==> config.mk <==
export PLATFORM = sky130hd
export DESIGN_NAME = sio_wdt
export DESIGN_NICKNAME = d
export VERILOG_FILES = /design/src/rtl/sio_wdt_pkg.sv /design/src/rtl/sio_wdt_timebase.sv /design/src/rtl/sio_wdt_reload_dly.sv /design/src/rtl/sio_wdt_pulse.sv /design/src/rtl/sio_wdt.sv
export SDC_FILE = /design/constraint.sdc
export NUM_CORES = 1
export LEC_CHECK = 0
export BUFFER_PORTS_ARGS = -buffer_cell sky130_fd_sc_hd__buf_2
export CAP_MARGIN = 30
export CELL_PAD_IN_SITES_DETAIL_PLACEMENT = 2
export CELL_PAD_IN_SITES_GLOBAL_PLACEMENT = 2
export CORE_ASPECT_RATIO = 0.9
export CORE_UTILIZATION = 43
export CTS_CLUSTER_SIZE = 25
export DETAILED_ROUTE_END_ITERATION = 8
export PLACE_DENSITY_LB_ADDON = 0.1
export SYNTH_ARGS = -nofsm -noshare
export SYNTH_HDL_FRONTEND = slang
export SYNTH_SLANG_ARGS = --single-unit
==> constraint.sdc <==
create_clock -name clk -period 5.55 [get_ports clk]
set_clock_uncertainty 0.1 [all_clocks]
set_input_delay 0.2775 -clock clk [delete_from_list [all_inputs] [get_ports clk]]
set_output_delay 0.2775 -clock clk [all_outputs]
set_load 0.1 [all_outputs]
==> src/rtl/sio_wdt_pkg.sv <==
package sio_wdt_pkg;
  typedef enum logic [1:0] {
    REG_CTRL   = 2'd0,
    REG_CFG    = 2'd1,
    REG_VAL_LO = 2'd2,
    REG_VAL_HI = 2'd3
  } wdt_reg_e;

  // control register bit positions
  localparam int CTL_SRC_LSB = 4;   // bits 7:4 = cir, mouse, kbd, game
  localparam int CTL_FORCE   = 1;
  localparam int CTL_STATUS  = 0;

  // configuration register bit positions
  localparam int CFG_SEC  = 7;
  localparam int CFG_KRST = 6;
  localparam int CFG_TOUT = 5;
  localparam int CFG_PWR  = 4;

  localparam int NUM_SRC = 4;
endpackage

==> src/rtl/sio_wdt_timebase.sv <==
module sio_wdt_timebase #(
  parameter int MIN_TICKS = 60
) (
  input  logic clk,
  input  logic rst_n,
  input  logic clr_i,
  input  logic tick_i,
  input  logic sec_mode_i,
  output logic step_o
);
  localparam int PW = (MIN_TICKS > 1) ? $clog2(MIN_TICKS) : 1;
  localparam logic [PW-1:0] PRE_LAST = PW'(MIN_TICKS - 1);

  logic [PW-1:0] pre_q;

  always_ff @(posedge clk or negedge rst_n) begin
    if (!rst_n) begin
      pre_q <= '0;
    end else if (clr_i) begin
      pre_q <= '0;
    end else if (tick_i && !sec_mode_i) begin
      pre_q <= (pre_q == PRE_LAST) ? '0 : pre_q + 1'b1;
    end
  end

  assign step_o = tick_i && (sec_mode_i || (pre_q == PRE_LAST));
endmodule

==> src/rtl/sio_wdt_reload_dly.sv <==
module sio_wdt_reload_dly #(
  parameter int DLY  = 250000,
  parameter int NSRC = 4
) (
  input  logic            clk,
  input  logic            rst_n,
  input  logic [NSRC-1:0] ev_i,
  input  logic [NSRC-1:0] en_i,
  input  logic            arm_i,
  output logic            fire_o
);
  localparam int DW = $clog2(DLY + 1);
  localparam logic [DW-1:0] DLY_INIT = DW'(DLY - 1);

  logic          pend_q;
  logic [DW-1:0] dly_q;
  logic          hit;

  assign hit    = (|(ev_i & en_i)) && arm_i;
  assign fire_o = pend_q && (dly_q == '0) && arm_i;

  always_ff @(posedge clk or negedge rst_n) begin
    if (!rst_n) begin
      pend_q <= 1'b0;
      dly_q  <= '0;
    end else if (!arm_i) begin
      pend_q <= 1'b0;
      dly_q  <= '0;
    end else if (pend_q) begin
      if (dly_q == '0) pend_q <= 1'b0;
      else             dly_q  <= dly_q - 1'b1;
    end else if (hit) begin
      pend_q <= 1'b1;
      dly_q  <= DLY_INIT;
    end
  end
endmodule

==> src/rtl/sio_wdt_pulse.sv <==
module sio_wdt_pulse #(
  parameter int LEN = 16
) (
  input  logic clk,
  input  logic rst_n,
  input  logic trig_i,
  output logic out_o
);
  localparam int LW = $clog2(LEN + 1);
  localparam logic [LW-1:0] LEN_V = LW'(LEN);

  logic [LW-1:0] cnt_q;

  always_ff @(posedge clk or negedge rst_n) begin
    if (!rst_n) begin
      cnt_q <= '0;
    end else if (cnt_q != '0) begin
      cnt_q <= cnt_q - 1'b1;
    end else if (trig_i) begin
      cnt_q <= LEN_V;
    end
  end

  assign out_o = (cnt_q != '0);
endmodule

==> src/rtl/sio_wdt.sv <==
module sio_wdt
  import sio_wdt_pkg::*;
#(
  parameter int DATA_W     = 8,
  parameter int RELOAD_DLY = 250000,
  parameter int PULSE_LEN  = 16,
  parameter int MIN_TICKS  = 60
) (
  input  logic              clk,
  input  logic              rst_n,
  input  logic [1:0]        reg_addr,
  input  logic              reg_wr,
  input  logic [DATA_W-1:0] reg_wdata,
  output logic [DATA_W-1:0] reg_rdata,
  input  logic              tick_i,
  input  logic              ev_cir_i,
  input  logic              ev_mouse_i,
  input  logic              ev_kbd_i,
  input  logic              ev_game_i,
  output logic              kbd_rst_o,
  output logic              pwr_ok_o,
  output logic              tout_evt_o
);
  localparam int CNT_W = 2 * DATA_W;
  localparam logic [CNT_W-1:0] CNT_ONE = CNT_W'(1);

  logic [NUM_SRC-1:0] src_en_q;
  logic               status_q;
  logic [DATA_W-1:0]  cfg_q;
  logic [DATA_W-1:0]  lo_q;
  logic [DATA_W-1:0]  hi_q;
  logic [CNT_W-1:0]   cnt_q;
  logic               tout_q;

  logic wr_ctrl, wr_cfg, wr_lo, wr_hi;
  logic force_req, running, step, reload_fire, expire, tb_clr;
  logic [NUM_SRC-1:0] ev_vec;
  logic [1:0] pulse_trig, pulse_act;

  assign wr_ctrl   = reg_wr && (reg_addr == REG_CTRL);
  assign wr_cfg    = reg_wr && (reg_addr == REG_CFG);
  assign wr_lo     = reg_wr && (reg_addr == REG_VAL_LO);
  assign wr_hi     = reg_wr && (reg_addr == REG_VAL_HI);
  assign force_req = wr_ctrl && reg_wdata[CTL_FORCE];
  assign running   = (cnt_q != '0);
  assign ev_vec    = {ev_cir_i, ev_mouse_i, ev_kbd_i, ev_game_i};
  assign tb_clr    = wr_lo || reload_fire || !running;

  sio_wdt_timebase #(.MIN_TICKS(MIN_TICKS)) u_tb (
    .clk        (clk),
    .rst_n      (rst_n),
    .clr_i      (tb_clr),
    .tick_i     (tick_i),
    .sec_mode_i (cfg_q[CFG_SEC]),
    .step_o     (step)
  );

  sio_wdt_reload_dly #(.DLY(RELOAD_DLY), .NSRC(NUM_SRC)) u_rld (
    .clk    (clk),
    .rst_n  (rst_n),
    .ev_i   (ev_vec),
    .en_i   (src_en_q),
    .arm_i  (running),
    .fire_o (reload_fire)
  );

  assign expire = force_req ||
                  (running && step && (cnt_q == CNT_ONE) && !wr_lo && !reload_fire);

  // register file
  always_ff @(posedge clk or negedge rst_n) begin
    if (!rst_n) begin
      src_en_q <= '0;
      cfg_q    <= '0;
      lo_q     <= '0;
      hi_q     <= '0;
    end else begin
      if (wr_ctrl) src_en_q <= reg_wdata[CTL_SRC_LSB +: NUM_SRC];
      if (wr_cfg)  cfg_q    <= reg_wdata;
      if (wr_lo)   lo_q     <= reg_wdata;
      if (wr_hi)   hi_q     <= reg_wdata;
    end
  end

  // sticky status: set wins over clear
  always_ff @(posedge clk or negedge rst_n) begin
    if (!rst_n) begin
      status_q <= 1'b0;
    end else if (expire) begin
      status_q <= 1'b1;
    end else if (wr_ctrl && !reg_wdata[CTL_STATUS]) begin
      status_q <= 1'b0;
    end
  end

  // down-counter: force > load > reload > decrement
  always_ff @(posedge clk or negedge rst_n) begin
    if (!rst_n) begin
      cnt_q <= '0;
    end else if (force_req) begin
      cnt_q <= '0;
    end else if (wr_lo) begin
      cnt_q <= {hi_q, reg_wdata};
    end else if (reload_fire) begin
      cnt_q <= {hi_q, lo_q};
    end else if (running && step) begin
      cnt_q <= cnt_q - 1'b1;
    end
  end

  always_ff @(posedge clk or negedge rst_n) begin
    if (!rst_n) tout_q <= 1'b0;
    else        tout_q <= expire && cfg_q[CFG_TOUT];
  end

  assign pulse_trig[0] = expire && cfg_q[CFG_KRST];
  assign pulse_trig[1] = expire && cfg_q[CFG_PWR];

  for (genvar g = 0; g < 2; g++) begin : g_pulse
    sio_wdt_pulse #(.LEN(PULSE_LEN)) u_pulse (
      .clk    (clk),
      .rst_n  (rst_n),
      .trig_i (pulse_trig[g]),
      .out_o  (pulse_act[g])
    );
  end

  assign kbd_rst_o  = pulse_act[0];
  assign pwr_ok_o   = !pulse_act[1];
  assign tout_evt_o = tout_q;

  always_comb begin
    unique case (reg_addr)
      REG_CTRL:   reg_rdata = {src_en_q, 3'b000, status_q};
      REG_CFG:    reg_rdata = cfg_q;
      REG_VAL_LO: reg_rdata = lo_q;
      default:    reg_rdata = hi_q;
    endcase
  end
endmodule

==> metrics.yaml, run 1 <==
cts_resized: 0
clk_pin_slew_worst_paths_ns: 0.07
numPortBuffers: 28
gp_congestion: 0.7831
placedCellCount: 603
clock-sinks: 81
setup_tns_ns: 0
post_drt_via_cell_ratio: 6.324
post_synth_instance_area_um2: 4639
finalCoreUtilization_pct: 49.69
worst_slew_pin_slew_ns: 0.9135
grt_max_degree: 52
period_needed_ns: 3.281
grt_overflow: 0
final.period_utilization_pct: 59.12
criticalPathCategory: "reg2reg"
layout.nets: 511
h-tree-depth: 3
instances_no_fill: 620
post-cts-setup-buffer-count: 0
initialDrtViolationCount: 201
worstSetupStartpointType: "flip-flop"
number_of_antenna_violations_at_the_first_check_in_global_routing: 0
route.vias.total: 3921
maxCapViolations: 0
fin_hold_ws_ns: 0.1101
numCtsBuffers: 9
die_area_um2: 11210
drc: 0
primary_flip_flop_cell_chosen_by_synthesis_mapping: "sky130_fd_sc_hd__dfrtp_1"
worst-path-buf-inv: 1
r2r_path_start: "u_rld.dly_q[0]"
worst_slew_margin_rel_pct: 38.69
design.portCount: 29
clkLatencyLatePin_ns: 0.34
cpMaxStageDelayCell: "sky130_fd_sc_hd__or4_1"
power_density_nw_per_um2: 485.5
finalSetupViolCount: 0
crit_required_ns: 5.69
grt_first_pass_wirelength_um: 24120
min_path_type: "in2reg"
vias_in_the_first_global_route: 4262
initial_utilization_pct: 44.70
timing.critical_path.cells: "inv_1 -> ha_1 -> nor3b_1 -> and4_1 -> a21oi_1 -> or4_1 -> o211ai_1"
firstDrtPassIters: 4
rr_worst_depth: 7
synth-edff-count: 0
dieWidth_um: 111.5
reg2reg_setup_slack_ns: 2.27
async_flop_share_pct: 100.0
ys_seq_elements: 81
routedWlPerCell_um: 23.89
mappedNetlistNets: 486
post_synth.cell_area_avg_um2: 10.06
critical_path.max_fanout: 10
netlist_instances: 461
critical_path.top_delay_family: "simple AND/OR/NAND/NOR gates"
critPathCaptureType: "flip-flop"
slew_violations: 0
worstHoldEndpoint: "lo_q[3]"
area_inside_the_core_boundary_um2: 10380
drt-total-wl_um: 14810
area_delta_synth_final_pct: 11.17
max-clock-path-buffers: 2
fraction_of_layout_instances_using_a_drive_strength_above_1_pct: 19.76
worstReg2RegEnd: "cnt_q[5]"
cts.root.buffer_cell: "sky130_fd_sc_hd__clkbuf_16"
synth.yosys.seq_area_share_pct: 43.69
gr-usage-all-layers_pct: 28.30
die_h_um: 100.5
ys.warnings.count: 0
whs_path_depth: 3
grt_setup_unrepaired: "false"
std_cell_rows: 35
peakVddDrop_mv: 0.2525
hold_viol_final: 0
netlist_cell_types: 68
drt.antenna.violating_nets: 0
cts_tree: "done"
critical_path.max_stage_delay_ns: 0.69
hpwl_um: 10580
timing.fmax_mhz: 304.8
critical_path_arrival_ns: 3.42
n_antenna_cell: 0
hold_path.startpoint: "reg_wdata[3]"
leakagePower_nw: 2.220
result_of_the_run: "finished, final reports clean"
==> registers in the layout, indices dropped and copies added, names as in the netlist <==
signal,count
u_tb.pre_q,6
u_rld.dly_q,18
cfg_q,8
g_pulse.u_pulse.cnt_q,10
u_rld.pend_q,1
cnt_q,16
src_en_q,4
status_q,1
hi_q,8
lo_q,8
tout_evt_o,1
==> tightest hold or removal path, stage by stage <==
cell	delay [ns]
sky130_fd_sc_hd__buf_2	0.10
sky130_fd_sc_hd__nand2_1	0.07
sky130_fd_sc_hd__nand2_1	0.06
==> through the flow <==
| step | total power [mW] | setup WS (ns) | area [um2] |
|---|---|---|---|
| final | 2.504 | 2.269 | 5157 |
| after global routing | 2.641 | 2.061 | 5157 |
| after CTS | 2.520 | 2.282 | 5157 |
| after detailed placement | 1.877 | 2.346 | 4845 |
| after global placement | 1.799 | 2.586 | 4830 |
| after floorplan | 1.643 | 2.325 | 4639 |
==> logic make-up (layout without fill, tap and decap cells) <==
logic type	count (synthesis)	count (layout)	synth area share, %
compound gates	112	112	16.72
xor+xnor	15	15	2.832
fa+ha+maj	7	7	1.888
buf+inv	35	65	4.072
flops	81	81	43.69
mux	36	36	9.736
simple gates	175	175	21.06
==> layer usage <==
layer	GRT usage [%]	share of wire, %	vias to the layer above
li1	-	-	1796
met1	38.02	46	2040
met2	46.39	49	61
met3	5.051	2.8	24
met4	9.875	2.1	0
met5	0	0	-
==> layout by cell type (no fill, tap or decap), types with 6 or more instances in the layout <==
cell type	synthesis	layout
sky130_fd_sc_hd__dfrtp_1	81	81
sky130_fd_sc_hd__nand2_1	46	46
sky130_fd_sc_hd__buf_2	0	27
sky130_fd_sc_hd__a21oi_1	26	26
sky130_fd_sc_hd__nor2_1	25	25
sky130_fd_sc_hd__mux2_2	23	23
sky130_fd_sc_hd__nor3_1	22	22
sky130_fd_sc_hd__o21ai_0	17	17
sky130_fd_sc_hd__inv_1	16	16
sky130_fd_sc_hd__nor4_1	15	15
sky130_fd_sc_hd__o211ai_1	15	15
sky130_fd_sc_hd__nand3_1	11	11
sky130_fd_sc_hd__xnor2_1	11	11
sky130_fd_sc_hd__clkbuf_16	0	9
sky130_fd_sc_hd__mux2i_1	8	8
sky130_fd_sc_hd__nand4_1	7	7
sky130_fd_sc_hd__a211oi_1	7	7
sky130_fd_sc_hd__ha_1	7	7
sky130_fd_sc_hd__or4_1	6	6
==> power breakdown <==
group | total [mW] | internal (mW) | leakage [nW] | switching, mW
logic | 0.873 | 0.348 | 1.09 | 0.525
registers | 1.01 | 0.773 | 0.986 | 0.239
clock network | 0.618 | 0.353 | 0.140 | 0.266
==> Yosys cell counts, types with 4 or more instances <==
cell                        instances  area [um2]
sky130_fd_sc_hd__o211ai_1          15       112.6
sky130_fd_sc_hd__o2bb2ai_1          4       35.03
sky130_fd_sc_hd__xnor2_1           11       96.34
sky130_fd_sc_hd__nor3_1            22       110.1
sky130_fd_sc_hd__a21oi_1           26       130.1
sky130_fd_sc_hd__dfrtp_1           81        2027
sky130_fd_sc_hd__o21ai_0           17       85.08
sky130_fd_sc_hd__ha_1               7       87.58
sky130_fd_sc_hd__nand3_1           11       55.05
sky130_fd_sc_hd__inv_1             16       60.06
sky130_fd_sc_hd__nor2b_1            5       31.28
sky130_fd_sc_hd__nand4_1            7       43.79
sky130_fd_sc_hd__mux2_2            23       259.0
sky130_fd_sc_hd__nor4_1            15       93.84
sky130_fd_sc_hd__mux2i_1            8       80.08
sky130_fd_sc_hd__xor2_1             4       35.03
sky130_fd_sc_hd__mux4_2             5       112.6
sky130_fd_sc_hd__a211oi_1           7       52.55
sky130_fd_sc_hd__nor2_1            25       93.84
sky130_fd_sc_hd__nand2_1           46       172.7
sky130_fd_sc_hd__or4_1              6       45.04
sky130_fd_sc_hd__a22o_1             4       35.03
sky130_fd_sc_hd__clkbuf_1          15       56.30
sky130_fd_sc_hd__a31o_1             4       35.03
==> worst max path at each step <==
stage,start,to,slack (ns),depth (start not counted)
2_1_floorplan,g_pulse[1].u_pulse.cnt_q[0],g_pulse[1].u_pulse.cnt_q[0],2.32,7
3_3_place_gp,u_rld.dly_q[0],cnt_q[1],2.59,7
3_5_place_dp,u_rld.dly_q[0],cnt_q[4],2.35,7
4_1_cts,u_rld.dly_q[0],cnt_q[5],2.28,7
5_1_grt,u_rld.dly_q[0],cnt_q[1],2.06,7
6_report,u_rld.dly_q[0],cnt_q[5],2.27,7
==> timing repair <==
action	in CTS	in global routing
hold buffers	1	0
endpoints found under the setup margin	0	0
hold endpoints to repair	30	0
==> layout make-up <==
type	instances	area (um2)
Clock buffer	9	225.2
Sequential cell	81	2027
Clock inverter	7	77.57
Timing Repair Buffer	33	182.7
Multi-Input combinational cell	345	2424
Inverter	16	60.06
Tap cell	129	161.4
Fill cell	1070	5221
Note: power is estimated with default switching activity, not from simulation.
==> run 2: changes to the inputs <==
ABC_AREA = 1   (was unset)
CORE_UTILIZATION = 36   (was 43)
clock period = 3.1 ns   (was 5.55 ns; I/O delays follow)
==> run 2 against run 1 <==
First-iteration DRC count decreased by 30%. Largest cell class unchanged. Combinational power increased by 130%. Count of clock-buffer cells in the layout rose by 2. Flip-flop and latch count is the same. Global-route usage shrank 4.5 points. Synthesized cell count increased by 27%. Worst setup slack got worse by 1.6 ns. Sequential share of layout area is 0.24 points lower. Core utilization down 7.1 points. Highest routed layer unchanged.
==> metrics.yaml, run 2 <==
firstDrtPassIters: 4
grt_first_pass_wirelength_um: 23580
leakagePower_nw: 2.655
timing.critical_path.cells: "inv_1 -> ha_1 -> nand2_1 -> nor2_2 -> nand2_2 -> nand2_2 -> nor2_4 -> nor2_8 -> nand2_2 -> nor2_2 -> nand2_1 -> o31ai_1"
dieWidth_um: 120.3
power.share.clock_pct: 24.1
area_inside_the_core_boundary_um2: 12170
instances_no_fill: 786
r2r_path_start: "cnt_q[0]"
power_density_nw_per_um2: 944.4
critical_path.max_fanout: 23
cts.root.buffer_cell: "sky130_fd_sc_hd__clkbuf_16"
result_of_the_run: "finished, final reports clean"
post_synth_instance_area_um2: 4532
switching_share_pct: 43.25
drt.antenna.violating_nets: 0
worstReg2RegEnd: "u_tb.pre_q[3]"
synth_top_cell_by_area: "sky130_fd_sc_hd__dfrtp_1"
max-clock-path-buffers: 2
post_synth.cell_area_avg_um2: 7.734
gp_congestion: 0.8522
final-seq-area_um2: 2027
timing_endpoint_of_the_critical_path: "u_tb.pre_q[3]"
placedCellCount: 768
max_ffs_per_register: 18
clk_pin_slew_worst_paths_ns: 0.06
numPortBuffers: 28
drc: 0
maxCapViolations: 0
worst_setup_path_startpoint: "cnt_q[0]"
rr_worst_depth: 12
synth.yosys.seq_area_share_pct: 44.73
filler_cell_count: 1433
switchingPower_mw: 2.119
post-synth-top-area-fraction_pct: 44.73
setup_tns_ns: 0
synth_top_area_cells: "sky130_fd_sc_hd__dfrtp_1 (45%), sky130_fd_sc_hd__nand2_1 (14%), sky130_fd_sc_hd__o21ai_0 (6.1%), sky130_fd_sc_hd__inv_1 (5.4%), sky130_fd_sc_hd__nand3_1 (4.5%)"
die_area_um2: 13040
crit_required_ns: 3.25
cpMaxStageDelayCell: "sky130_fd_sc_hd__dfrtp_1"
hpwl_um: 10710
multi_input_comb_area_um2: 2186
ys.warnings.count: 0
critical_path.max_stage_delay_ns: 0.40
hold_viol_final: 0
route.vias.total: 4081
final.period_utilization_pct: 78.35
std_cell_rows: 38
biggestRegsByFlops: "u_rld.dly_q: 18 flops, cnt_q: 16 flops, g_pulse.u_pulse.cnt_q: 10 flops"
worst-path-stages: 12
reg2reg_setup_slack_ns: 0.67
post_drt_via_cell_ratio: 5.192
netlist_instances: 586
hold_path.startpoint: "reg_wdata[2]"
peakVddDrop_mv: 0.4093
clock-sinks: 81
design.portCount: 29
layout_setup_ws_ns: 0.6713
drt-total-wl_um: 14330
gr-usage-all-layers_pct: 23.84
critical_path.top_delay_family: "simple AND/OR/NAND/NOR gates"
netlist_cell_types: 39
fin_hold_ws_ns: 0.03691
h-tree-depth: 3
initial_utilization_pct: 37.23
initialDrtViolationCount: 141
layout.nets: 646
post-place-ws_ns: 0.7039
numCtsBuffers: 9
n_antenna_cell: 0
number_of_antenna_violations_at_the_first_check_in_global_routing: 0
criticalPathCategory: "reg2reg"
pwr-share-comb_pct: 40.5
vias_in_the_first_global_route: 4536
worst_slew_pin_slew_ns: 0.7577
timing.fmax_mhz: 411.7
cts_resized: 0
commonest_non_fill_non_tap_cell_in_the_layout: "sky130_fd_sc_hd__nand2_1"
period_needed_ns: 2.429
worst-path-buf-inv: 1
die_h_um: 108.4
primary_flip_flop_cell_chosen_by_synthesis_mapping: "sky130_fd_sc_hd__dfrtp_1"
critPathCaptureType: "flip-flop"
min_path_type: "in2reg"
fraction_of_layout_instances_using_a_drive_strength_above_1_pct: 13.90
sequentialPowerShare_pct: 35.5
p_int_mw: 2.781
grt_setup_unrepaired: "false"
mappedNetlistNets: 611
async_flop_share_pct: 100.0
critical_path_arrival_ns: 2.58
area_delta_synth_final_pct: 14.49
synth-edff-count: 0
regMostFlops: "u_rld.dly_q"
slew_violations: 0
synthTopCellsByCount: "sky130_fd_sc_hd__nand2_1 (164), sky130_fd_sc_hd__dfrtp_1 (81), sky130_fd_sc_hd__inv_1 (65)"
worst_slew_margin_rel_pct: 49.49
synth.most_common_cell: "sky130_fd_sc_hd__nand2_1"
grt_overflow: 0
worst_path_most_repeated_cell: "sky130_fd_sc_hd__nand2_2"
worstSetupStartpointType: "flip-flop"
cts_tree: "done"
clkLatencyLatePin_ns: 0.35
most-common-layout-cells: "sky130_fd_sc_hd__nand2_1 (164), sky130_fd_sc_hd__dfrtp_1 (81), sky130_fd_sc_hd__inv_1 (65)"
routedWlPerCell_um: 18.23
ys_seq_elements: 81
finalSetupViolCount: 0
grt_max_degree: 56
-- run 2: layer usage --
layer	part of all wire, %	track usage [%]	routed length, um	vias up
met5	0	0	0	-
met4	1.4	6.173	206	0
met3	2.8	5.749	404	17
met2	50	41.67	7167	56
met1	46	29.45	6551	2035
li1	-	-	-	1973
-- run 2: logic make-up after synthesis --
| logic type | synth area share [%] |
|---|---|
| AOI/OAI and AO/OA | 12.15 |
| xor gates and xnor gates | 2.899 |
| adders and majority gates | 1.933 |
| buffers and inverters | 7.040 |
| DFF | 44.73 |
| and+or+nand+nor | 31.25 |
-- run 2: final cells by class --
cell class,instances,area share (%)
Inverter,71,5.184
Clock buffer,11,4.678
Sequential cell,81,39.06
Clock inverter,5,1.519
Tap cell,160,3.858
Multi-Input combinational cell,425,42.13
Timing Repair Buffer,33,3.569
-- run 2: stage by stage --
stage	util [%]	instance area (um2)	total power, mW
after global routing	42.63	5189	5.289
after global placement	39.82	4847	3.603
after detailed placement	39.82	4847	3.740
after floorplan	-	4532	3.160
final	42.63	5189	4.900
after CTS	42.63	5189	4.968
-- run 2: power by group through the flow --
stage	clock network [mW]	registers (mW)	logic, mW
CTS	1.21	1.74	2.02
floorplan	0	1.65	1.51
finish	1.18	1.74	1.98
detailed placement	0	1.75	1.99
global route	1.24	1.78	2.26
global placement	0	1.73	1.87
-- run 2: what timing repair did --
action	CTS	global route
endpoints found under the setup margin	0	0
hold buffers	2	0
hold endpoints to repair	54	0
setup buffers	0	0
-- run 2: worst register-to-register path: stages (launching register included) --
cell	delay (ns)
sky130_fd_sc_hd__dfrtp_1	0.40
sky130_fd_sc_hd__inv_1	0.14
sky130_fd_sc_hd__ha_1	0.18
sky130_fd_sc_hd__nand2_1	0.07
sky130_fd_sc_hd__nor2_2	0.18
sky130_fd_sc_hd__nand2_2	0.19
sky130_fd_sc_hd__nand2_2	0.13
sky130_fd_sc_hd__nor2_4	0.06
sky130_fd_sc_hd__nor2_8	0.32
sky130_fd_sc_hd__nand2_2	0.19
sky130_fd_sc_hd__nor2_2	0.21
sky130_fd_sc_hd__nand2_1	0.08
sky130_fd_sc_hd__o31ai_1	0.07
-- run 2: worst min-delay path by stage --
stage	endpoint	slack (ns)	cells after the start
floorplan	cfg_q[0]	-0.24	0
global placement	u_tb.pre_q[4]	0.17	1
detailed placement	u_tb.pre_q[4]	0.18	1
CTS	cfg_q[0]	0.02	3
global route	hi_q[0]	0.05	3
finish	hi_q[2]	0.04	3
==> run 3: changes to the inputs <==
ABC_AREA = 0   (was 1)
clock period = 2.2 ns   (was 3.1 ns; I/O delays follow)
==> run 3 against run 2 <==
Largest power group unchanged. Cell count shrank 3.3%. Largest cell class unchanged. Global-route usage grew 4.9 points. Core utilization grew 9.2 points. Count of clock-buffer cells in the layout shrank 1. Power grew 53%. Hold slack lost 0.016 ns. Combinational power grew 75%. Fmax shrank 5.0%. First-iteration DRC count grew 110%. Critical path depth shrank 4. The flow now finishes with violations (negative setup slack). Worst setup slack lost 1.0 ns. Highest routed layer unchanged. Register-to-register slack lost 1.0 ns.
==> metrics.yaml, run 3 (same netlist as run 1, synthesis figures left out) <==
result_of_the_run: "complete, but fails checks"
violations_in_the_final_reports: "negative setup slack"
grt_max_degree: 82
crit_required_ns: 2.37
firstDrtPassIters: 4
finalCoreUtilization_pct: 51.80
worst_slew_pin_slew_ns: 0.5799
max_ffs_per_register: 18
route.vias.total: 4579
period_needed_ns: 2.557
area_delta_synth_final_pct: 37.49
initial_utilization_pct: 37.68
p_int_mw: 4.410
die_h_um: 109.7
critical_path_arrival_ns: 2.73
setup_tns_ns: -10.07
instances_no_fill: 760
critPathCaptureType: "flip-flop"
numCtsBuffers: 9
pwr-share-comb_pct: 46.2
switching_share_pct: 41.19
commonest_non_fill_non_tap_cell_in_the_layout: "sky130_fd_sc_hd__buf_4"
most-common-layout-cells: "sky130_fd_sc_hd__buf_4 (96), sky130_fd_sc_hd__dfrtp_1 (81), sky130_fd_sc_hd__nand2_1 (46)"
clk_pin_slew_worst_paths_ns: 0.06
fraction_of_layout_instances_using_a_drive_strength_above_1_pct: 40.17
cts.root.buffer_cell: "sky130_fd_sc_hd__clkbuf_16"
timing.critical_path.cells: "or4_4 -> or3_4 -> buf_4 -> buf_6 -> nor4_2 -> buf_4 -> xnor2_1 -> a211oi_2"
clkLatencyLatePin_ns: 0.36
number_of_antenna_violations_at_the_first_check_in_global_routing: 0
dieWidth_um: 121.7
finalSetupViolCount: 42
min_path_type: "in2reg"
hpwl_um: 12460
grt_overflow: 0
placedCellCount: 722
critical_path.max_fanout: 3
hold_viol_final: 0
std_cell_rows: 38
gr-usage-all-layers_pct: 28.69
criticalPathCategory: "reg2reg"
peakVddDrop_mv: 0.6027
timing.fmax_mhz: 391.1
worst_path_most_repeated_cell: "sky130_fd_sc_hd__buf_4"
power_density_nw_per_um2: 1176
maxCapViolations: 0
cpMaxStageDelayCell: "sky130_fd_sc_hd__or4_4"
drt-total-wl_um: 19630
die_area_um2: 13350
worstSetupStartpointType: "flip-flop"
regMostFlops: "u_rld.dly_q"
sequentialPowerShare_pct: 32.9
design.portCount: 29
detailed_place.area_um2: 5675
routedWlPerCell_um: 25.83
critical_path.max_stage_delay_ns: 0.54
layout.nets: 621
worst_slew_margin_rel_pct: 61.25
numPortBuffers: 28
drc: 0
h-tree-depth: 3
reg2reg_setup_slack_ns: -0.36
biggestRegsByFlops: "u_rld.dly_q: 18 flops, cnt_q: 16 flops, g_pulse.u_pulse.cnt_q: 10 flops"
power.share.clock_pct: 20.9
n_antenna_cell: 0
max-clock-path-buffers: 2
final.period_utilization_pct: 116.2
power_mw: 7.498
layout_setup_ws_ns: -0.3569
slew_violations: 0
area_inside_the_core_boundary_um2: 12310
grt_setup_unrepaired: "true"
switchingPower_mw: 3.088
gp_congestion: 0.7936
finalInstanceArea_um2: 6379
grt_first_pass_wirelength_um: 28310
leakagePower_nw: 2.845
initialDrtViolationCount: 303
clock-sinks: 81
post_drt_via_cell_ratio: 6.025
drt.antenna.violating_nets: 0
cts_tree: "done"
vias_in_the_first_global_route: 4956
run 3: changes by cell type in the layout (fill, tap and decap cells not counted), sizes merged, moves of 23 or more:
cell,previous run,this run
mux2,0,23
inv,71,16
buf,31,134
nor2,66,25
nand3,43,11
nand2,174,46
o21ai,66,19
run 3: power by group through the flow:
stage	Clock, mW	Sequential [mW]	Combinational, mW
global route	1.64	2.52	3.70
floorplan	0	2.37	1.86
detailed placement	0	2.43	3.08
global placement	0	2.38	2.89
CTS	1.59	2.43	3.25
finish	1.57	2.47	3.46
run 3: path summary, 6_finish.rpt:
check	cells after the start	from	end
min in group asynchronous	3	rst_n	u_tb.pre_q[5]
max reg2reg	8	cnt_q[12]	cnt_q[15]
min	2	reg_wdata[1]	cfg_q[1]
min reg2reg	2	g_pulse[0].u_pulse.cnt_q[4]	g_pulse[0].u_pulse.cnt_q[4]
max in group asynchronous	3	rst_n	src_en_q[2]
max	8	cnt_q[12]	cnt_q[15]
run 3: worst max-delay path, delay by kind of cell (launching register included):
family          cells  cell delay, ns
compound gates      1            0.23
simple gates        3            1.25
buf+inv             3            0.43
flops               1            0.38
xor+xnor            1            0.07
run 3: per-stage QoR:
stage | hold WS [ns] | setup slack, ns
detailed placement | 0.08599 | -0.3617
finish | 0.02099 | -0.3569
global route | 0.01532 | -0.4531
CTS | 0.007676 | -0.3575
floorplan | -0.2856 | -0.3268
global placement | 0.08595 | -0.3038
run 3: layout make-up:
cell class                      count  area [um2]
Clock buffer                       10       239.0
Clock inverter                      5       56.30
Fill cell                        1256        5936
Inverter                           16       60.06
Multi-Input combinational cell    346        2674
Sequential cell                    81        2027
Tap cell                          160       200.2
Timing Repair Buffer              142        1122
run 3: timing repair:
item,in CTS,in global routing
pin swaps,14,15
endpoints found under the setup margin,45,51
setup buffers,6,10
cloned,1,0
hold endpoints to repair,110,0
hold buffers,8,0
gates resized for setup,28,21
run 3: per-layer routing:
metal / up-vias / wire length [um] / GRT usage, %
met5: - / 0 / 0
met4: 0 / 663 / 10.23
met3: 47 / 651 / 5.135
met2: 112 / 9818 / 48.86
met1: 2407 / 8496 / 36.57
li1: 2013 / - / -
